===== src/rtl/sar_seq_pkg.sv =====
// Shared constants and the divisor decode for the conversion sequencer.
// Assumes a two-bit divisor select; unused code 3 maps to the slowest rate.
package sar_seq_pkg;
    localparam int DIV_MAX = 64;

    // Map the select code to a system-clock divisor.
    function automatic int tad_div_of(input logic [1:0] sel);
        case (sel)
            2'd0:    return 16;
            2'd1:    return 32;
            default: return 64;
        endcase
    endfunction
endpackage


===== src/rtl/sar_tad_div.sv =====
// TAD divider: counts system clocks while a conversion runs and pulses
// tick on the last clock of every TAD. Assumes div_m1 is held constant
// while run is high.
module sar_tad_div #(
    parameter int CNT_W = 6
) (
    input  logic             clk,
    input  logic             rst_n,
    input  logic             run,
    input  logic [CNT_W-1:0] div_m1,
    output logic             tick
);
    logic [CNT_W-1:0] cnt;

    assign tick = run && (cnt == div_m1);

    // Count within a TAD; restart at each tick and whenever idle.
    always_ff @(posedge clk) begin
        if (!rst_n)           cnt <= '0;
        else if (!run || tick) cnt <= '0;
        else                  cnt <= cnt + 1'b1;
    end

    // the count never passes the captured divisor during a run
    a_r1_cnt_bound: assert property (@(posedge clk) disable iff (!rst_n)
        run |-> (cnt <= div_m1));
endmodule


===== src/rtl/sar_bits.sv =====
// Successive-approximation register: holds decided bits, presents the
// current trial (decided bits plus the bit under test) and keeps the bit
// under test when the comparator reports at-or-above. Assumes step pulses
// only while active.
module sar_bits #(
    parameter int RES_W = 10,
    parameter int PH_W  = 4
) (
    input  logic             clk,
    input  logic             rst_n,
    input  logic             clear,
    input  logic             active,
    input  logic             step,
    input  logic [PH_W-1:0]  phase,
    input  logic             cmp_ge,
    output logic [RES_W-1:0] trial,
    output logic [RES_W-1:0] code
);
    logic [RES_W-1:0] probe;

    // One probe bit per position: phase 0 tests the MSB.
    for (genvar i = 0; i < RES_W; i++) begin : g_probe
        assign probe[i] = active && (phase == PH_W'(RES_W - 1 - i));
    end

    assign trial = code | probe;

    // Clear at start; on each trial tick keep the probe bit if accepted.
    always_ff @(posedge clk) begin
        if (!rst_n)               code <= '0;
        else if (clear)           code <= '0;
        else if (step && cmp_ge)  code <= code | probe;
    end

    // a rejected trial leaves the decided bits untouched
    a_r3_reject_holds: assert property (@(posedge clk) disable iff (!rst_n)
        step && !cmp_ge && !clear |=> $stable(code));
    // an accepted trial sets the tested bit
    a_r3_accept_sets: assert property (@(posedge clk) disable iff (!rst_n)
        step && cmp_ge && !clear && (probe != '0) |=> ((code & $past(probe)) == $past(probe)));
endmodule


===== src/rtl/sar_conv_seq.sv =====
// Conversion sequencer top: accepts start/stop pulses, runs eleven TADs
// (ten bit trials plus a transfer TAD), loads the right-justified result
// and sets the completion flag. Assumes start_set and start_clr are not
// pulsed in the same cycle.
module sar_conv_seq #(
    parameter int RES_W = 10,
    parameter int REG_W = 8
) (
    input  logic             clk,
    input  logic             rst_n,
    input  logic [1:0]       div_sel,
    input  logic             start_set,
    input  logic             start_clr,
    input  logic             flag_clr,
    input  logic             cmp_ge,
    output logic [RES_W-1:0] trial,
    output logic             busy,
    output logic             done_flag,
    output logic [REG_W-1:0] res_hi,
    output logic [REG_W-1:0] res_lo
);
    import sar_seq_pkg::*;

    localparam int CNT_W   = $clog2(DIV_MAX);
    localparam int PH_W    = $clog2(RES_W + 1);
    localparam int HI_BITS = RES_W - REG_W;
    localparam int PAD_W   = REG_W - HI_BITS;

    logic [CNT_W-1:0] div_m1;
    logic [PH_W-1:0]  phase;
    logic [RES_W-1:0] code;
    logic             tick, accept, last, abort, keep, step;

    assign accept = start_set && !busy;
    assign last   = busy && tick && (phase == PH_W'(RES_W));
    assign abort  = busy && start_clr && !last;
    assign keep   = abort && (phase == PH_W'(RES_W));
    assign step   = busy && tick && (phase < PH_W'(RES_W));

    sar_tad_div #(.CNT_W(CNT_W)) u_div (
        .clk    (clk),
        .rst_n  (rst_n),
        .run    (busy),
        .div_m1 (div_m1),
        .tick   (tick)
    );

    sar_bits #(.RES_W(RES_W), .PH_W(PH_W)) u_bits (
        .clk    (clk),
        .rst_n  (rst_n),
        .clear  (accept),
        .active (busy),
        .step   (step),
        .phase  (phase),
        .cmp_ge (cmp_ge),
        .trial  (trial),
        .code   (code)
    );

    // Sequencer state: start, phase advance, completion and stop handling.
    always_ff @(posedge clk) begin
        if (!rst_n) begin
            busy   <= 1'b0;
            phase  <= '0;
            div_m1 <= '0;
        end else if (accept) begin
            busy   <= 1'b1;
            phase  <= '0;
            div_m1 <= CNT_W'(tad_div_of(div_sel) - 1);
        end else if (last || abort) begin
            busy   <= 1'b0;
        end else if (busy && tick) begin
            phase  <= phase + 1'b1;
        end
    end

    // Result registers: loaded at completion or at a stop after all bits.
    always_ff @(posedge clk) begin
        if (!rst_n) begin
            res_hi <= '0;
            res_lo <= '0;
        end else if (last || keep) begin
            res_hi <= {{PAD_W{1'b0}}, code[RES_W-1:REG_W]};
            res_lo <= code[REG_W-1:0];
        end
    end

    // Completion flag: set by normal completion, cleared by software.
    always_ff @(posedge clk) begin
        if (!rst_n)        done_flag <= 1'b0;
        else if (last)     done_flag <= 1'b1;
        else if (flag_clr) done_flag <= 1'b0;
    end

    // the flag only rises together with the end of a conversion
    a_r4_flag_with_end: assert property (@(posedge clk) disable iff (!rst_n)
        $rose(done_flag) |-> $fell(busy));
    // without a stop or the final tick, a running conversion keeps going
    a_r8_busy_holds: assert property (@(posedge clk) disable iff (!rst_n)
        busy && !start_clr && !(tick && phase == PH_W'(RES_W)) |=> busy);
    // an early stop leaves the result registers unchanged
    a_r6_discard_keeps_regs: assert property (@(posedge clk) disable iff (!rst_n)
        busy && start_clr && (phase < PH_W'(RES_W)) |=> ($stable(res_hi) && $stable(res_lo) && !$rose(done_flag)));
    // the phase never runs past the transfer TAD
    a_r1_phase_range: assert property (@(posedge clk) disable iff (!rst_n)
        busy |-> (phase <= PH_W'(RES_W)));
endmodule


===== config.mk =====
export PLATFORM = sky130hd
export DESIGN_NAME = sar_conv_seq
export DESIGN_NICKNAME = d
export VERILOG_FILES = /design/src/rtl/sar_seq_pkg.sv /design/src/rtl/sar_tad_div.sv /design/src/rtl/sar_bits.sv /design/src/rtl/sar_conv_seq.sv
export SDC_FILE = /design/constraint.sdc
export NUM_CORES = 1
export LEC_CHECK = 0
export BUFFER_PORTS_ARGS = -buffer_cell sky130_fd_sc_hd__buf_2
export CORE_ASPECT_RATIO = 0.5
export CORE_MARGIN = 2
export CORE_UTILIZATION = 40
export CTS_BUF_LIST = sky130_fd_sc_hd__clkbuf_8
export DETAILED_ROUTE_END_ITERATION = 16
export PLACE_DENSITY = 0.59
export SETUP_SLACK_MARGIN = 0.15
export SLEW_MARGIN = 0
export SYNTH_ARGS = -nofsm -noshare
export SYNTH_HDL_FRONTEND = slang
export SYNTH_SLANG_ARGS = --single-unit

===== constraint.sdc =====
create_clock -name clk -period 2 [get_ports clk]
set_input_delay 0.2 -clock clk [delete_from_list [all_inputs] [get_ports clk]]
set_output_delay 0.2 -clock clk [all_outputs]
set_load 0.03 [all_outputs]

Word-level counts from Yosys, hierarchy flattened
Index checks and enable logic that the tools add are counted.

Register bits after elaboration: 38. Bits of input ports: 8. Output and inout port bits: 28. Logic and storage cells: 65.

Add/sub/neg operators: 3. Magnitude comparators: 1. Equal/unequal tests: 12. Muxes and demuxes: 7. Bitwise logic cells: 3. Reductions and logical operators: 31.

Operators with widths (count): logical AND 1 bit (19); equality test 4 x 3 -> 1 bit (second input constant) (4); equality test 4 bit (second input constant) (3); two-way mux 6 bit (2); one-hot mux 6 bit (2 select lines) (1); bitwise OR 10 bit (1); equality test 4 x 2 -> 1 bit (second input constant) (2); adder 6 x 1 -> 6 bit (second input constant) (1); equality test 6 bit (1); subtractor 6 x 2 -> 6 bit (second input constant) (1); adder 4 x 1 -> 4 bit (second input constant) (1); equality test 4 x 1 -> 1 bit (second input constant) (1); zero test 4 bit (1); less-than comparator 4 bit (second input constant) (1); two-way mux 1 bit (4); nonzero test 2 bit (2); OR reduction 2 bit (2); logical OR 1 bit (3); equality test 2 x 1 -> 1 bit (second input constant) (1); zero test 1 bit (2); zero test 2 bit (1); NOT 1 bit (2); AND reduction 2 bit (1).

Longest topological paths before layout
Depth after elaboration: 9. Mapped depth: 6. Mapped depth without buffers: 6.

By module
From an unflattened synthesis, not the netlist that was laid out.

Cells, all modules: 186. Area total of the unflattened synthesis: 1687.9 µm².

By module, submodules not included: sar_conv_seq (times used 1, cells each 101, area an instance 888.4 µm², seq. area each 380.4 µm²); sar_bits (times used 1, cells each 52, area an instance 466.7 µm², seq. area each 200.2 µm²); sar_tad_div (times used 1, cells each 33, area an instance 332.8 µm², seq. area each 120.1 µm²).

Least setup slack after synthesis
No wires, ideal clock.

Path kind: reg-to-reg. Start: register phase[0]. End: register phase[3]. Setup time: 0.070 ns. Data arrival time: 1.570 ns. Setup slack: 0.360 ns. Stages on the path, launching flop included: 7. Path buffers: 0. Period minus slack after synthesis: 1.640 ns. Path through: dfxtp_1 > inv_1 > ha_1 > nand2_1 > o2111ai_1 > or4_1 > a21oi_1.

Cells in the longest elaborated chain, start to end: 7. Elaborated cells on any way between the ends: 8.

RTL lines: from (decl) (RTL line sar_conv_seq.sv:30) `logic [PH_W-1:0] phase;`; from (signal assigned) (RTL line sar_conv_seq.sv:73) `phase <= phase + 1'b1;`; equality test 4 bit (RTL line sar_conv_seq.sv:35) `assign last = busy && tick && (phase == PH_W'(RES_W));`; logical AND 1 bit (RTL line sar_conv_seq.sv:35); zero test 1 bit (RTL line sar_conv_seq.sv:36) `assign abort = busy && start_clr && !last;`; logical AND 1 bit (RTL line sar_conv_seq.sv:36); logical OR 1 bit (RTL line sar_conv_seq.sv:70) `end else if (last || abort) begin`; NOT 1 bit (no line); AND reduction 2 bit (no line).

Parallel ways exist; a longest one is shown, timed or not. A chain may end at the register's enable or synchronous reset.

Final worst setup path
Start: register busy. End: output port trial[7].

Cells in the longest elaborated chain, start to end: 2.

RTL lines: from (decl) (RTL line sar_conv_seq.sv:17) `output logic busy,`; from (signal assigned) (RTL line sar_conv_seq.sv:63) `busy <= 1'b0;`; from (signal assigned) (RTL line sar_conv_seq.sv:67) `busy <= 1'b1;`; from (signal assigned) (RTL line sar_conv_seq.sv:71) `busy <= 1'b0;`; logical AND 1 bit (RTL line sar_bits.sv:23) `assign probe[i] = active && (phase == PH_W'(RES_W - 1 - i));`; bitwise OR 10 bit (RTL line sar_bits.sv:26) `assign trial = code | probe;`; to (decl) (RTL line sar_conv_seq.sv:16) `output logic [RES_W-1:0] trial,`.

Every way passes these cells.

==> run metrics <==
Mapped Area=1620 µm²; vias in the first global route=roughly 1,200; diode count=0; starting density of the core=41.5%; Warnings, synthesis=0; met1 WL=1570 µm; fin nets=between 200 and 250; chip width=approximately 94 µm; Static Leak=1.03 nW; Hold Path Stages=2; routed length per placed instance=12.5 µm; clk_skew=0.00782 ns; PD cells=692 nW/µm²; sequential share of the synthesized area=43.2%; first-pass GRT wire length=5470 µm; Reg2Reg Depth=6; fillcell total=386; Antenna Nets Post-Route=0; met3 wire len=approximately 160 µm; clock root buffer=clkbuf_8; Period minus WS final=1.69 ns; pre-CTS setup slack=0.174 ns; clk slew on worst S/H paths=0.07 ns; post-cts hold buffer count=0; worst path required time=between 1.5 and 2 ns; Yosys top cell area share=a little over two fifths; reg2reg start=phase[0]$_SDFFE_PP0P_; top post-synthesis cells by area=dfxtp_1 43%, mux2i_1 6.8%, o211a_1 6.2%; max_cap viols=0; H-tree depth=2; R2R Path End=phase[3]$_SDFFE_PP0P_; I/O Pins=36; GR Util All Layers=15.4%; hold-critical path endpoint=busy$_SDFFE_PN0P_; CTS Buffer Depth=2; critical path class=flop to output port; layout cells sized above 1=about a quarter; CTS tree=done; # setup viols final=0; hold violation total from the final report=0; Tcrit/Tclk final=between 80 and 90%; Highest Clock Rate=0.590 GHz; Critical Path AT=around 1.5 ns; average cell area after synthesis=9.37 µm²; Critical Path Start=busy$_SDFFE_PN0P_; Startpoint Class=flop; Tot Pwr=1.33 mW; area of the core=3900 µm²; WL final=3290 µm; post-route setup slack=between 0.3 and 0.4 ns; r2r setup slk=0.31 ns; Final Max Slew Viols=0; Max IR drop VDD=roughly 0.38 mV; top layer in use=met4; vias per inst=4.97; Die Y=between 40 and 50 µm; synthesis-to-layout area growth=18.4%; hpwl dp=between 2000 and 2500 µm; GPL Wtd Cong=0.779; initial antenna violation count=0; worst-skew pair later-pin latency=0.29 ns; Yosys cell types=35; crit path max fanout=8; register area=702 µm²; Port Buffer Count=29; post-synthesis register bit count=35; final core utilization=49.1%; die area=4610 µm²; grt total ovfl=0; total CTS buffers=5; DR vias=1,303; clock sink count=35; Cells after Synth=173; largest net degree at the start of global routing=21; Hold Startpoint=start_clr; DRC=0; Sum Neg Setup Slack=0 ns; drt pass-1 iters=4; Iter 0 DRT Violations=33; HP Class=input pin to flop; crit end category=output port; Hold Slack=0.125 ns; wire length on met2=~1500 µm; Synth area leader=dfxtp_1; cell row count=16; RSZ-0062 raised after global routing=no; area of the multi-input gates=862 µm²; status=finished clean
==> synth_stat cells <==
cell / n
dfxtp_1: 35
nand2_1: 26
nor2_1: 13
mux2i_1: 11
a21o_1: 10
o211a_1: 10
buf_4: 7
nand3_1: 7
clkbuf_1: 5
ha_1: 5
inv_1: 5
a21oi_1: 4
nor2b_1: 3
o21ai_0: 3
o31ai_1: 3
xor2_1: 3
and3b_1: 2
nor3_1: 2
or4_1: 2
xnor2_2: 2
a211oi_1: 1
a22o_1: 1
a22oi_2: 1
and4_4: 1
conb_1: 1
nand2b_1: 1
nand4_1: 1
nor3_2: 1
nor3b_1: 1
o2111a_1: 1
o2111ai_1: 1
o21a_1: 1
o21ai_1: 1
o21bai_1: 1
xnor2_1: 1
==> metal layers <==
metal	up-vias	global-route usage (%)
met5	-	0
met2	24	24.4
met4	0	4.35
li1	664	-
met1	611	19.8
met3	4	5.72
==> cell type report <==
cell class                 count  share of cell area [%]
clock buffer                   5                    3.59
clock inverter                 3                   0.848
inverter                       5                   0.978
multi-input combinational    126                    44.9
sequential                    35                    36.6
tap                           54                    3.52
timing repair buffer          34                    9.52
==> per-stage QoR <==
step                cells  cell area [µm²]
floorplan             178             1640
global placement      254             1820
detailed placement    254             1820
CTS                   262             1910
global route          262             1920
finish                262             1920
==> state kept, by name, summed over array words and instances, names as in the netlist <==
register,cells
u_bits.code,10
res_lo,8
u_div.cnt,6
phase,4
div_m1,3
res_hi,2
busy,1
done_flag,1
==> logic make-up after synthesis <==
kind of cell               share of synthesized area, %
buffers and inverters                              5.56
muxes                                              6.80
adders and majority gates                          3.86
xor gates and xnor gates                           4.17
and+or+nand+nor                                    17.5
other                                             0.231
DFF                                                43.2
AOI/OAI and AO/OA                                  18.6
==> critical path: stages, from the launching register on <==
cell and delay, ns:
dfxtp_1 0.46, nor3b_2 0.35, a21o_1 0.20, buf_2 0.20
==> where the power goes <==
| group | leakage [nW] | internal [mW] | switching (mW) |
|---|---|---|---|
| clock network | 0.0453 | 0.238 | 0.258 |
| registers | 0.283 | 0.705 | 0.0106 |
| logic | 0.699 | 0.0372 | 0.0787 |
==> layout by cell type (no fill, tap or decap), types with 3 or more instances in the layout <==
| cell | instances |
|---|---|
| xor2_1 | 3 |
| o21ai_0 | 3 |
| o211a_1 | 10 |
| nor2b_1 | 3 |
| conb_1 | 6 |
| nor2_1 | 13 |
| nand3_1 | 7 |
| a21oi_1 | 4 |
| o31ai_1 | 3 |
| clkbuf_8 | 5 |
| inv_1 | 6 |
| buf_2 | 29 |
| ha_1 | 4 |
| buf_4 | 5 |
| dfxtp_1 | 34 |
| a21o_1 | 10 |
| mux2i_1 | 11 |
| nand2_1 | 26 |
==> worst max-delay path by stage <==
| stage | to | slack (ns) | cells past startpoint |
|---|---|---|---|
| 2_1_floorplan | phase[3]$_SDFFE_PP0P_ | 0.36 | 6 |
| 3_3_place_gp | phase[3]$_SDFFE_PP0P_ | 0.26 | 6 |
| 3_5_place_dp | phase[3]$_SDFFE_PP0P_ | 0.17 | 6 |
| 4_1_cts | phase[3]$_SDFFE_PP0P_ | 0.19 | 6 |
| 5_1_grt | trial[7] | 0.20 | 3 |
| 6_report | trial[7] | 0.31 | 3 |
==> what timing repair did <==
action	4_1_cts	5_1_grt
endpoints found under the hold margin	0	0
resized for setup	2	2
setup buffers	0	0
setup endpoints to repair	5	2
Power figures use the tool's default switching activity.
